===== src/rtl/i2c_rate_pkg.sv =====
package i2c_rate_pkg;

  // Number of first-stage wraps that make one sub-tick.
  function automatic int stage2_span(int n, logic exp_short);
    return exp_short ? (1 << n) : (1 << (n + 1));
  endfunction

  // System clocks in one sub-tick.
  function automatic int subtick_cycles(int m, int n, logic exp_short);
    return (m + 1) * stage2_span(n, exp_short);
  endfunction

endpackage


===== src/rtl/rate_cfg_reg.sv =====
module rate_cfg_reg #(
  parameter int M_W = 4,
  parameter int N_W = 3,
  localparam int WORD_W = M_W + N_W
) (
  input  logic              clk,
  input  logic              rst_n,
  input  logic              soft_rst,
  input  logic              wr_en,
  input  logic [WORD_W-1:0] wr_data,
  input  logic              exp_mode,
  input  logic              run,
  input  logic              boundary,
  output logic [M_W-1:0]    m_act,
  output logic [N_W-1:0]    n_act,
  output logic              exp_act
);

  logic [M_W-1:0] m_pend;
  logic [N_W-1:0] n_pend;
  logic           apply_now;

  assign apply_now = !run || boundary;

  always_ff @(posedge clk or negedge rst_n) begin
    if (!rst_n) begin
      m_pend <= '0;
      n_pend <= '0;
    end else if (soft_rst) begin
      m_pend <= '0;
      n_pend <= '0;
    end else if (wr_en) begin
      m_pend <= wr_data[WORD_W-1:N_W];
      n_pend <= wr_data[N_W-1:0];
    end
  end

  always_ff @(posedge clk or negedge rst_n) begin
    if (!rst_n) begin
      m_act   <= '0;
      n_act   <= '0;
      exp_act <= 1'b0;
    end else if (soft_rst) begin
      m_act   <= '0;
      n_act   <= '0;
      exp_act <= 1'b0;
    end else if (apply_now) begin
      m_act   <= m_pend;
      n_act   <= n_pend;
      exp_act <= exp_mode;
    end
  end

  // applied settings hold still through a running period
  assert_hold_midperiod_R6: assert property (@(posedge clk) disable iff (!rst_n)
    (run && !boundary && !soft_rst) |=> ($stable(m_act) && $stable(n_act) && $stable(exp_act)));

  // a soft reset leaves the applied fields at zero
  assert_soft_clear_R9: assert property (@(posedge clk) disable iff (!rst_n)
    soft_rst |=> (m_act == '0 && n_act == '0));

endmodule


===== src/rtl/rate_divider.sv =====
module rate_divider
  import i2c_rate_pkg::*;
#(
  parameter int M_W = 4,
  parameter int N_W = 3,
  localparam int C2_W = 1 << N_W
) (
  input  logic           clk,
  input  logic           rst_n,
  input  logic           clear,
  input  logic [M_W-1:0] m_act,
  input  logic [N_W-1:0] n_act,
  input  logic           exp_act,
  output logic           sub_tick
);

  logic [M_W-1:0]  c1;
  logic [C2_W-1:0] c2;
  logic [C2_W-1:0] c2_lim;
  logic            c1_wrap;
  logic            c2_wrap;

  assign c2_lim   = C2_W'(stage2_span(int'(n_act), exp_act) - 1);
  assign c1_wrap  = (c1 == m_act);
  assign c2_wrap  = (c2 == c2_lim);
  assign sub_tick = !clear && c1_wrap && c2_wrap;

  always_ff @(posedge clk or negedge rst_n) begin
    if (!rst_n) begin
      c1 <= '0;
      c2 <= '0;
    end else if (clear) begin
      c1 <= '0;
      c2 <= '0;
    end else if (c1_wrap) begin
      c1 <= '0;
      c2 <= c2_wrap ? '0 : c2 + 1'b1;
    end else begin
      c1 <= c1 + 1'b1;
    end
  end

  // the first stage never runs past M
  assert_stage1_range_R2: assert property (@(posedge clk) disable iff (!rst_n)
    c1 <= m_act);

  // the second stage never runs past its power-of-two limit
  assert_stage2_range_R3: assert property (@(posedge clk) disable iff (!rst_n)
    c2 <= c2_lim);

  // a cleared divider produces no tick and stays at zero
  assert_idle_cleared_R7: assert property (@(posedge clk) disable iff (!rst_n)
    clear |=> (c1 == '0 && c2 == '0));

endmodule


===== src/rtl/scl_phase_seq.sv =====
module scl_phase_seq #(
  parameter int PHASES = 10,
  localparam int PH_W = $clog2(PHASES),
  localparam int HALF = PHASES / 2,
  localparam int SAMPLE_PH = HALF + HALF / 2
) (
  input  logic clk,
  input  logic rst_n,
  input  logic clear,
  input  logic sub_tick,
  output logic scl_out,
  output logic rise_stb,
  output logic fall_stb,
  output logic sample_stb,
  output logic period_end
);

  logic [PH_W-1:0] ph;
  logic [PH_W-1:0] ph_next;

  assign period_end = sub_tick && (ph == PH_W'(PHASES - 1));
  assign ph_next    = period_end ? '0 : ph + 1'b1;
  assign scl_out    = (ph >= PH_W'(HALF));

  always_ff @(posedge clk or negedge rst_n) begin
    if (!rst_n) begin
      ph         <= PH_W'(HALF);
      rise_stb   <= 1'b0;
      fall_stb   <= 1'b0;
      sample_stb <= 1'b0;
    end else if (clear) begin
      ph         <= PH_W'(HALF);
      rise_stb   <= 1'b0;
      fall_stb   <= 1'b0;
      sample_stb <= 1'b0;
    end else begin
      rise_stb   <= sub_tick && (ph_next == PH_W'(HALF));
      fall_stb   <= period_end;
      sample_stb <= sub_tick && (ph_next == PH_W'(SAMPLE_PH));
      if (sub_tick) ph <= ph_next;
    end
  end

  // the phase index stays inside one period
  assert_phase_range_R4: assert property (@(posedge clk) disable iff (!rst_n)
    ph < PH_W'(PHASES));

  // a rise strobe sits on a fresh low-to-high SCL edge
  assert_rise_edge_R4: assert property (@(posedge clk) disable iff (!rst_n)
    rise_stb |-> (scl_out && !$past(scl_out)));

  // a fall strobe sits on low SCL
  assert_fall_low_R4: assert property (@(posedge clk) disable iff (!rst_n)
    fall_stb |-> !scl_out);

  // sampling happens only while SCL is high
  assert_sample_high_R5: assert property (@(posedge clk) disable iff (!rst_n)
    sample_stb |-> scl_out);

  // strobes never coincide
  assert_strobe_excl_R10: assert property (@(posedge clk) disable iff (!rst_n)
    $onehot0({rise_stb, fall_stb, sample_stb}));

  // idle parks SCL high
  assert_idle_high_R7: assert property (@(posedge clk) disable iff (!rst_n)
    clear |=> scl_out);

endmodule


===== src/rtl/i2c_rate_prescaler.sv =====
module i2c_rate_prescaler #(
  parameter int M_W = 4,
  parameter int N_W = 3,
  parameter int PHASES = 10,
  localparam int WORD_W = M_W + N_W
) (
  input  logic              clk,
  input  logic              rst_n,
  input  logic              soft_rst,
  input  logic              cfg_we,
  input  logic [WORD_W-1:0] cfg_wdata,
  input  logic              exp_mode,
  input  logic              run,
  output logic              sub_tick,
  output logic              scl_out,
  output logic              scl_rise,
  output logic              scl_fall,
  output logic              sample_pt
);

  logic [M_W-1:0] m_act;
  logic [N_W-1:0] n_act;
  logic           exp_act;
  logic           period_end;
  logic           clear;

  assign clear = soft_rst || !run;

  rate_cfg_reg #(.M_W(M_W), .N_W(N_W)) u_cfg (
    .clk      (clk),
    .rst_n    (rst_n),
    .soft_rst (soft_rst),
    .wr_en    (cfg_we),
    .wr_data  (cfg_wdata),
    .exp_mode (exp_mode),
    .run      (run),
    .boundary (period_end),
    .m_act    (m_act),
    .n_act    (n_act),
    .exp_act  (exp_act)
  );

  rate_divider #(.M_W(M_W), .N_W(N_W)) u_div (
    .clk      (clk),
    .rst_n    (rst_n),
    .clear    (clear),
    .m_act    (m_act),
    .n_act    (n_act),
    .exp_act  (exp_act),
    .sub_tick (sub_tick)
  );

  scl_phase_seq #(.PHASES(PHASES)) u_seq (
    .clk        (clk),
    .rst_n      (rst_n),
    .clear      (clear),
    .sub_tick   (sub_tick),
    .scl_out    (scl_out),
    .rise_stb   (scl_rise),
    .fall_stb   (scl_fall),
    .sample_stb (sample_pt),
    .period_end (period_end)
  );

  // nothing is emitted while idle
  assert_idle_quiet_R7: assert property (@(posedge clk) disable iff (!rst_n)
    !run |=> !(scl_rise || scl_fall || sample_pt));

endmodule


===== config.mk =====
export PLATFORM = sky130hd
export DESIGN_NAME = i2c_rate_prescaler
export DESIGN_NICKNAME = d
export VERILOG_FILES = /design/src/rtl/i2c_rate_pkg.sv /design/src/rtl/rate_cfg_reg.sv /design/src/rtl/rate_divider.sv /design/src/rtl/scl_phase_seq.sv /design/src/rtl/i2c_rate_prescaler.sv
export SDC_FILE = /design/constraint.sdc
export NUM_CORES = 1
export LEC_CHECK = 0
export ABC_AREA = 1
export ABC_CLOCK_PERIOD_IN_PS = 5900
export CELL_PAD_IN_SITES_DETAIL_PLACEMENT = 0
export CELL_PAD_IN_SITES_GLOBAL_PLACEMENT = 1
export CORE_MARGIN = 2
export CORE_UTILIZATION = 46
export CTS_CLUSTER_DIAMETER = 30
export DETAILED_ROUTE_END_ITERATION = 10
export GPL_TIMING_DRIVEN = 0
export PLACE_DENSITY_LB_ADDON = 0.1
export SLEW_MARGIN = 20
export SYNTH_ARGS = -nofsm -noshare
export SYNTH_HDL_FRONTEND = slang
export SYNTH_SLANG_ARGS = --single-unit

===== constraint.sdc =====
create_clock -name clk -period 5.9 [get_ports clk]
set_input_delay 0.59 -clock clk [delete_from_list [all_inputs] [get_ports clk]]
set_output_delay 0.59 -clock clk [all_outputs]
set_load 0.03 [all_outputs]

; ---- Word-level counts from Yosys, hierarchy flattened
; Index checks and enable logic that the tools add are counted.
[word_totals]
inputBits = 13
reg_bits = 34
out_inout_bits = 5
wordCells = 59
[op_classes]
n_reduce_logical = 13
n_mux = 22
n_addsub = 5
magnitude_cmp = 1
shifts = 2
n_eq_ne = 5
[op_table]
columns = operator, n
row1 = $mux 4, 9
row2 = $mux 8, 4
row3 = $shl 1x32->8 const A, 1
row4 = $mux 3, 4
row5 = $add 4x1->4 const B, 2
row6 = $add 8x1->8 const B, 1
row7 = $eq 4x3->1 const B, 2
row8 = $eq 8x8->1, 1
row9 = $reduce_bool 2->1, 4
row10 = $shl 1x3->8 const A, 1
row11 = $sub 8x2->8 const B, 1
row12 = $logic_and 1x1->1, 5
row13 = $mux 1, 5
row14 = $add 3x1->4 const B, 1
row15 = $eq 4x4->1, 1
row16 = $eq 4x4->1 const B, 1
row17 = $ge 4x3->1 const B, 1
row18 = $logic_not 1->1, 2
row19 = $logic_or 1x1->1, 2

; ---- Longest topological paths before layout
; Gate-level depths: netlist of run 1.
[depth]
word_depth = 11
mapped_depth = 18
mapped_depth_nobuf = 18

; ---- Cells and area by module
; From an unflattened synthesis of run 1, not the netlist that was laid out.
[hier_totals]
cells_unflattened = 291
area_unflattened_um2 = 2316.0
[by_module_without_submodules]
columns = module, area_each_um2, seq_area_each_um2, n_inst, cells_each
row1 = rate_divider, 1161.1, 300.3, 1, 163
row2 = rate_cfg_reg, 711.9, 375.4, 1, 68
row3 = scl_phase_seq, 435.4, 177.7, 1, 58
row4 = i2c_rate_prescaler, 7.5, 0.0, 1, 2

; ---- Least setup slack after synthesis of run 1
; Ideal clock, no wire load.
[synth_timing]
path_type = reg2out
startpoint = reg u_cfg.n_act[0]
endpoint = out sub_tick
n_path_buf = 0
path_slack_ns = 3.179
t_arrival_ns = 2.131
t_required_ns = 5.310
stages_incl_launch_ff = 13
path_cell_list = dfrtp_1 -> ha_1 -> nand2_1 -> nand2_2 -> nor2_4 -> nand2_1 -> ha_1 -> xnor2_1 -> a21oi_1 -> nand4_1 -> nor2_2 -> nand3_2 -> inv_2
[synth_between]
elab_chain_cells = 6
word_cells_on_any_way = 7
classes_between = add/sub: 2 / eq/ne: 1 / shift: 2 / mux: 1 / reduce/logical: 1
[synth_lines]
columns = item, line
row1 = from (decl), rate_cfg_reg.sv:15  ; output logic [N_W-1:0] n_act,
row2 = from (signal assigned), rate_cfg_reg.sv:49  ; n_act <= n_pend;
row3 = $add 3x1->4, i2c_rate_pkg.sv:5  ; return exp_short ? (1 << n) : (1 << (n + 1));
row4 = $shl 1x32->8, i2c_rate_pkg.sv:5
row5 = $mux 8 *, i2c_rate_pkg.sv:5
row6 = $sub 8x2->8 *, rate_divider.sv:23  ; assign c2_lim = C2_W'(stage2_span(int'(n_act), exp_act) - 1);
row7 = $eq 8x8->1 *, rate_divider.sv:25  ; assign c2_wrap = (c2 == c2_lim);
row8 = $logic_and 1x1->1 *, rate_divider.sv:26  ; assign sub_tick = !clear && c1_wrap && c2_wrap;
row9 = to (decl), i2c_rate_prescaler.sv:14  ; output logic sub_tick,
; Every way passes the cells marked *; elsewhere a longest branch is shown, timed or not.

; ---- Final worst setup path of run 1
; Ends and elaborated chain as after synthesis.

==> results of run 1 <==
worst max path at each step:
stage	endpoint	cells after the start
floorplan	sub_tick	12
global placement	sub_tick	13
detailed placement	sub_tick	13
CTS	sub_tick	13
global route	sub_tick	13
finish	sub_tick	13
logic make-up (layout without fill, tap and decap cells):
group | count (synthesis) | after routing | synth area share, %
simple gates | 137 | 137 | 31.5
buf+inv | 40 | 64 | 7.57
flops | 34 | 34 | 42.7
compound gates | 21 | 21 | 5.63
xor+xnor | 16 | 16 | 7.00
fa+ha+maj | 9 | 9 | 5.63
synthesized netlist by cell type:
| cell | instances |
|---|---|
| nor2_4 | 2 |
| o22ai_1 | 6 |
| nor2_2 | 1 |
| dfstp_2 | 2 |
| nor3_1 | 4 |
| nand2_2 | 4 |
| clkbuf_1 | 3 |
| nand3b_1 | 1 |
| nor2_1 | 24 |
| inv_1 | 32 |
| dfrtp_1 | 32 |
| o21ai_0 | 12 |
| xor2_1 | 9 |
| xnor2_1 | 7 |
| buf_2 | 1 |
| nand3_2 | 4 |
| nand2_1 | 59 |
| o21ai_1 | 2 |
| buf_1 | 1 |
| nand3_1 | 32 |
| or2_0 | 1 |
| nand4_1 | 5 |
| ha_1 | 9 |
| inv_2 | 3 |
| a21oi_1 | 1 |
per-layer routing:
metal,vias to the layer above,global-route usage [%]
met4,0,4.49
met3,7,3.17
met5,-,0
li1,874,-
met2,23,28.3
met1,751,23.7
through the flow:
step / std cells / utilization (%)
after CTS: 331 / 57.9
final: 331 / 57.9
after floorplan: 257 / -
after global routing: 331 / 57.9
after detailed placement: 323 / 54.5
after global placement: 322 / 54.2
report_power, final:
part / switching [mW] / internal, mW
Sequential: 0.00612 / 0.241
Clock: 0.0887 / 0.169
Combinational: 0.0501 / 0.0307
area by class of cell:
class | count | area, um2 | area share (%)
Inverter | 35 | 131 | 5.55
Clock inverter | 3 | 68.8 | 2.91
Buffer | 5 | 20.0 | 0.846
Tap cell | 50 | 62.6 | 2.64
Timing Repair Buffer | 16 | 165 | 6.98
Multi-Input combinational cell | 183 | 996 | 42.1
Sequential cell | 34 | 853 | 36.1
Clock buffer | 5 | 68.8 | 2.91
worst register-to-register path, delay by kind of cell (launching register included):
family / cells / cell delay [ps]
xor+xnor: 1 / 130
fa+ha+maj: 2 / 610
buf+inv: 1 / 220
simple gates: 9 / 1040
flops: 1 / 430
compound gates: 1 / 130
sequential cells by signal, summed over array words and instances (netlist names), 3 cells and up:
name and flops:
u_div.c2 8, u_cfg.m_act 4, u_cfg.m_pend 4, u_div.c1 4, u_seq.ph 4, u_cfg.n_act 3
u_cfg.n_pend 3
==> impl_metrics.py, run 1 <==
metrics = {
    "run_status": {
        "outcome": "finished clean",
    },
    "grt": {
        "grt_pass1_wl_mm": 6.89,
        "antenna_found_initial": 0,
        "gr-total-overflow": 0,
        "grt_util_all_layers_pct": 17.3,
        "grt_pass1_vias": 1532,
        "grt_max_degree": 30,
    },
    "sta": {
        "drv_slew": 0,
        "slew_headroom_pct": 67.5,
        "period_needed_ps": 3870,
        "clock_skew_ps": 6.13,
        "hold_ws_ps": 125,
        "fmax_mhz": 258,
        "finalWorstSetupSlack_ps": 2030,
        "tightest_slew_ps": 487,
        "setup_violations": 0,
        "rsz0062_at_grt": "no",
        "final_hold_viol_count": 0,
        "tns_ps": 0,
        "finalCritPeriodShare_pct": 65.6,
    },
    "logic_synthesis": {
        "syn_area_mm2": 0.00200,
        "ys.warnings.count": 0,
        "synth_top_area_share_pct": 40.0,
        "syn-num-nets": 279,
        "synthCells": 257,
        "yosys-top-cells-area": "dfrtp_1 40%, nand2_1 11%, nand3_1 8.0%",
        "syn_area_per_cell_um2": 7.78,
        "synth_seq_cells": 34,
        "seq_area_frac_synth_pct": 42.7,
        "yosysUniqueCellTypes": 25,
        "synth_top_area_cell": "dfrtp_1",
    },
    "clocking": {
        "clock_path_buffers": 2,
        "cts_tree": "done",
        "cts_setup_buffers": 0,
        "htree_levels": 2,
        "cts_buffers": 5,
        "cts_root_buf": "clkbuf_8",
        "clock-sinks": 34,
        "clkTransAtPathRegs_ps": 70,
        "insertion_delay_ps": 290,
        "hold_buffers": 0,
        "cts_resized": 0,
    },
    "detailed_routing": {
        "wl_per_cell_um": 12.0,
        "num_vias": 1655,
        "met1_length_mm": 1.99,
        "drtIter0Drc": 82,
        "routed-wl-met2_mm": 1.81,
        "wl_met3_um": 106,
        "drc": 0,
        "wl_mm": 3.96,
        "first_pass_iters": 4,
        "highest_layer": "met4",
        "ant_nets": 0,
        "vias_per_cell": 5.00,
    },
    "worst_setup_path": {
        "critPathTopFamily": "simple AND/OR/NAND/NOR gates",
        "cp.arrival_ps": 3280,
        "required_ps": 5310,
        "reg2reg_depth": 14,
        "slowest_delay_ps": 670,
        "reg2reg_from": "u_cfg.n_act[0]",
        "cp-end-kind": "output pin",
        "crit_type": "register to output pin",
        "path_max_fanout": 7,
        "cp-startpoint": "u_cfg.n_act[0]",
        "rr_endpoint": "u_cfg.exp_act",
        "r2r_slack_ps": 3240,
        "worstSetupStartpointType": "register",
        "cp_cell_sequence": "ha_1, nand2_1, nand2_2, nor2_4, nand2_1, ha_1, xnor2_1, a21oi_1, nand4_1, nor2_2, nand3_2, inv_2, clkdlybuf4s50_1",
        "worst_path_max_delay_cell": "clkdlybuf4s50_1",
        "cp_num_buf_inv": 2,
    },
    "finish": {
        "finalInstanceArea_mm2": 0.00237,
        "drive_above_1_share_pct": 9.61,
        "final_common_cell": "nand2_1",
        "antenna_cells": 0,
        "final_cell_mix": "59 x nand2_1, 32 x inv_1, 32 x nand3_1, 32 x dfrtp_1, 24 x nor2_1",
        "areaGrowthSynthToFinish_pct": 18.3,
        "final_nets": 302,
        "fill_cells": 403,
    },
    "placement": {
        "place.gp.congestion": 0.826,
        "dp_hpwl_mm": 3.04,
        "place_ws_ps": 2330,
        "portBuffers": 15,
        "dpl-instance-area_mm2": 0.00223,
    },
    "floorplan": {
        "start_util_pct": 49.0,
        "die_x_um": 70.0,
        "num_io_pins": 18,
        "die_h_um": 70.0,
        "die-area_mm2": 0.00489,
        "coreArea_mm2": 0.00409,
        "rows": 23,
    },
    "pwr": {
        "power_uw": 586,
        "power_density_mw_per_mm2": 248,
        "vdd_drop_max_uv": 171,
        "p_leak_nw": 1.14,
    },
    "min_path": {
        "hp-class": "primary input to async pin",
    },
    "run": {
        "maxCapViolCount": 0,
    },
}
(Power assumes the default switching activity.)
==> run 2, diff against run 1 <==
Settings changed: ABC_CLOCK_PERIOD_IN_PS 5900 to 3300, CORE_UTILIZATION 46 to 38.
Clock period 5.9 ns to 3.3 ns, I/O delays scaled along.
==> impl_metrics.py, run 2 (synthesis gave the netlist of run 1 again) <==
metrics = {
    "floorplan": {
        "die-area_mm2": 0.00586,
        "num_io_pins": 18,
        "die_h_um": 76.6,
        "start_util_pct": 39.2,
        "coreArea_mm2": 0.00511,
        "rows": 26,
        "die_x_um": 76.6,
    },
    "grt": {
        "grt_pass1_wl_mm": 7.72,
        "grt_pass1_vias": 1751,
        "antenna_found_initial": 0,
        "grt_max_degree": 33,
        "grt_util_all_layers_pct": 16.3,
        "gr-total-overflow": 0,
    },
    "sta": {
        "setup_violations": 0,
        "final_hold_viol_count": 0,
        "fmax_mhz": 329,
        "period_needed_ps": 3040,
        "tightest_slew_ps": 524,
        "hold_ws_ps": 370,
        "finalCritPeriodShare_pct": 92.1,
        "clock_skew_ps": 9.57,
        "slew_headroom_pct": 65.1,
        "drv_slew": 0,
        "tns_ps": 0,
    },
    "worst_setup_path": {
        "required_ps": 2970,
        "worst_path_max_delay_cell": "dfrtp_1",
        "worstSetupStartpointType": "register",
        "crit_type": "register to output pin",
        "cp_num_buf_inv": 2,
        "reg2reg_depth": 15,
        "cp.arrival_ps": 2710,
        "critPathTopFamily": "simple AND/OR/NAND/NOR gates",
        "path_max_fanout": 7,
        "cp.depth": 13,
        "cp_cell_sequence": "ha_1, nand2_1, nand2_2, nor2_4, nand2_1, ha_1, xnor2_1, a21oi_1, nand4_1, nor2_4, nand3_4, inv_2, buf_2",
        "slowest_delay_ps": 400,
        "cp-end-kind": "output pin",
    },
    "finish": {
        "largest-register": "u_div.c2",
        "final_util_pct": 47.6,
        "antenna_cells": 0,
        "final_common_cell": "nand2_1",
        "largest_reg_flops": 8,
        "areaGrowthSynthToFinish_pct": 21.5,
        "drive_above_1_share_pct": 10.9,
        "final_nets": 306,
        "fill_cells": 548,
        "regArea_um2": 853,
        "final_cell_mix": "59 x nand2_1, 32 x inv_1, 32 x nand3_1, 32 x dfrtp_1, 24 x nor2_1",
        "multi_input_area_mm2": 0.00101,
    },
    "detailed_routing": {
        "wl_mm": 4.24,
        "wl_per_cell_um": 12.0,
        "ant_nets": 0,
        "first_pass_iters": 4,
        "drtIter0Drc": 67,
        "vias_per_cell": 4.62,
        "num_vias": 1641,
        "drc": 0,
    },
    "clocking": {
        "insertion_delay_ps": 290,
        "clock-sinks": 34,
        "clock_path_buffers": 2,
        "cts_buffers": 5,
        "cts_tree": "done",
        "cts_root_buf": "clkbuf_8",
        "htree_levels": 2,
        "clkTransAtPathRegs_ps": 80,
    },
    "pwr": {
        "swShare_pct": 24.9,
        "vdd_drop_max_uv": 281,
        "p_leak_nw": 1.17,
        "p_int_uw": 793,
        "clkPwrFrac_pct": 43.4,
        "power_frac_seq_pct": 41.8,
        "power_density_mw_per_mm2": 434,
        "pwr-share-comb_pct": 14.8,
        "switchingPower_uw": 263,
    },
    "placement": {
        "portBuffers": 15,
        "place.gp.congestion": 0.794,
        "dp_hpwl_mm": 3.21,
    },
    "run": {
        "maxCapViolCount": 0,
    },
    "run_status": {
        "outcome": "finished clean",
    },
    "min_path": {
        "hp-class": "primary input to async pin",
    },
}
-- run 2: power by group through the flow --
stage	clock network [mW]	logic, mW	registers (mW)
3_5_place_dp	0	0.146	0.450
6_report	0.459	0.156	0.441
4_1_cts	0.473	0.148	0.441
2_1_floorplan	0	0.0988	0.447
3_3_place_gp	0	0.144	0.449
5_1_grt	0.489	0.181	0.443
-- run 2: routing by layer --
metal | global-route usage [%] | part of all wire, %
met5 | 0 | 0
met4 | 4.91 | 0.73
met3 | 3.79 | 2.3
met2 | 29.0 | 49
met1 | 19.4 | 47
-- run 2: final timing paths --
| kind | to | start | slack, ps |
|---|---|---|---|
| min | u_cfg.m_pend[2] | rst_n | 370 |
| min in group clk | u_cfg.n_pend[0] | cfg_we | 430 |
| min reg2reg | u_div.c1[0] | u_div.c1[0] | 510 |
| max in group asynchronous | u_seq.ph[2] | rst_n | 2500 |
| max reg2reg | u_seq.ph[1] | u_cfg.n_act[0] | 580 |
| max | sub_tick | u_cfg.n_act[0] | 260 |
-- run 2: what timing repair did --
item                                    4_1_cts  5_1_grt
resized for setup                             3        4
pin swaps                                     0        1
endpoints found under the setup margin        1        1
setup buffers                                 0        3
hold endpoints to repair                      2        0
hold buffers                                  1        0
-- run 2: area by class of cell --
type | instances | area share (%)
multi-input combinational | 183 | 41.5
sequential | 34 | 35.1
timing repair buffer | 20 | 7.93
inverter | 35 | 5.40
tap | 70 | 3.60
clock buffer | 5 | 2.83
clock inverter | 3 | 2.83
buffer | 5 | 0.823
-- run 2: per-stage QoR --
stage | area [um2] | power [mW] | worst slack [ps] | std cells
floorplan | 2000 | 0.546 | 839 | 257
global placement | 2240 | 0.594 | -15.0 | 342
detailed placement | 2250 | 0.596 | -12.5 | 343
CTS | 2400 | 1.06 | 21.5 | 352
global route | 2430 | 1.11 | -11.0 | 355
finish | 2430 | 1.06 | 260 | 355
-- run 2: worst reg2reg max path, stage by stage, from the launching register on --
cell and delay, ps:
dfrtp_1 400, ha_1 290, nand2_1 80, nand2_2 90
nor2_4 150, nand2_1 90, ha_1 300, xnor2_1 120
a21oi_1 130, nand4_1 170, nor2_4 170, buf_4 130
nand4_1 90, buf_2 230, nand3_1 100, nand2_1 60
==> run 3, diff against run 2 <==
Settings changed: SKIP_LAST_GASP from default to 1.
==> results of run 3 <==
Final layout, timing and power as in run 2 (identical DEF).
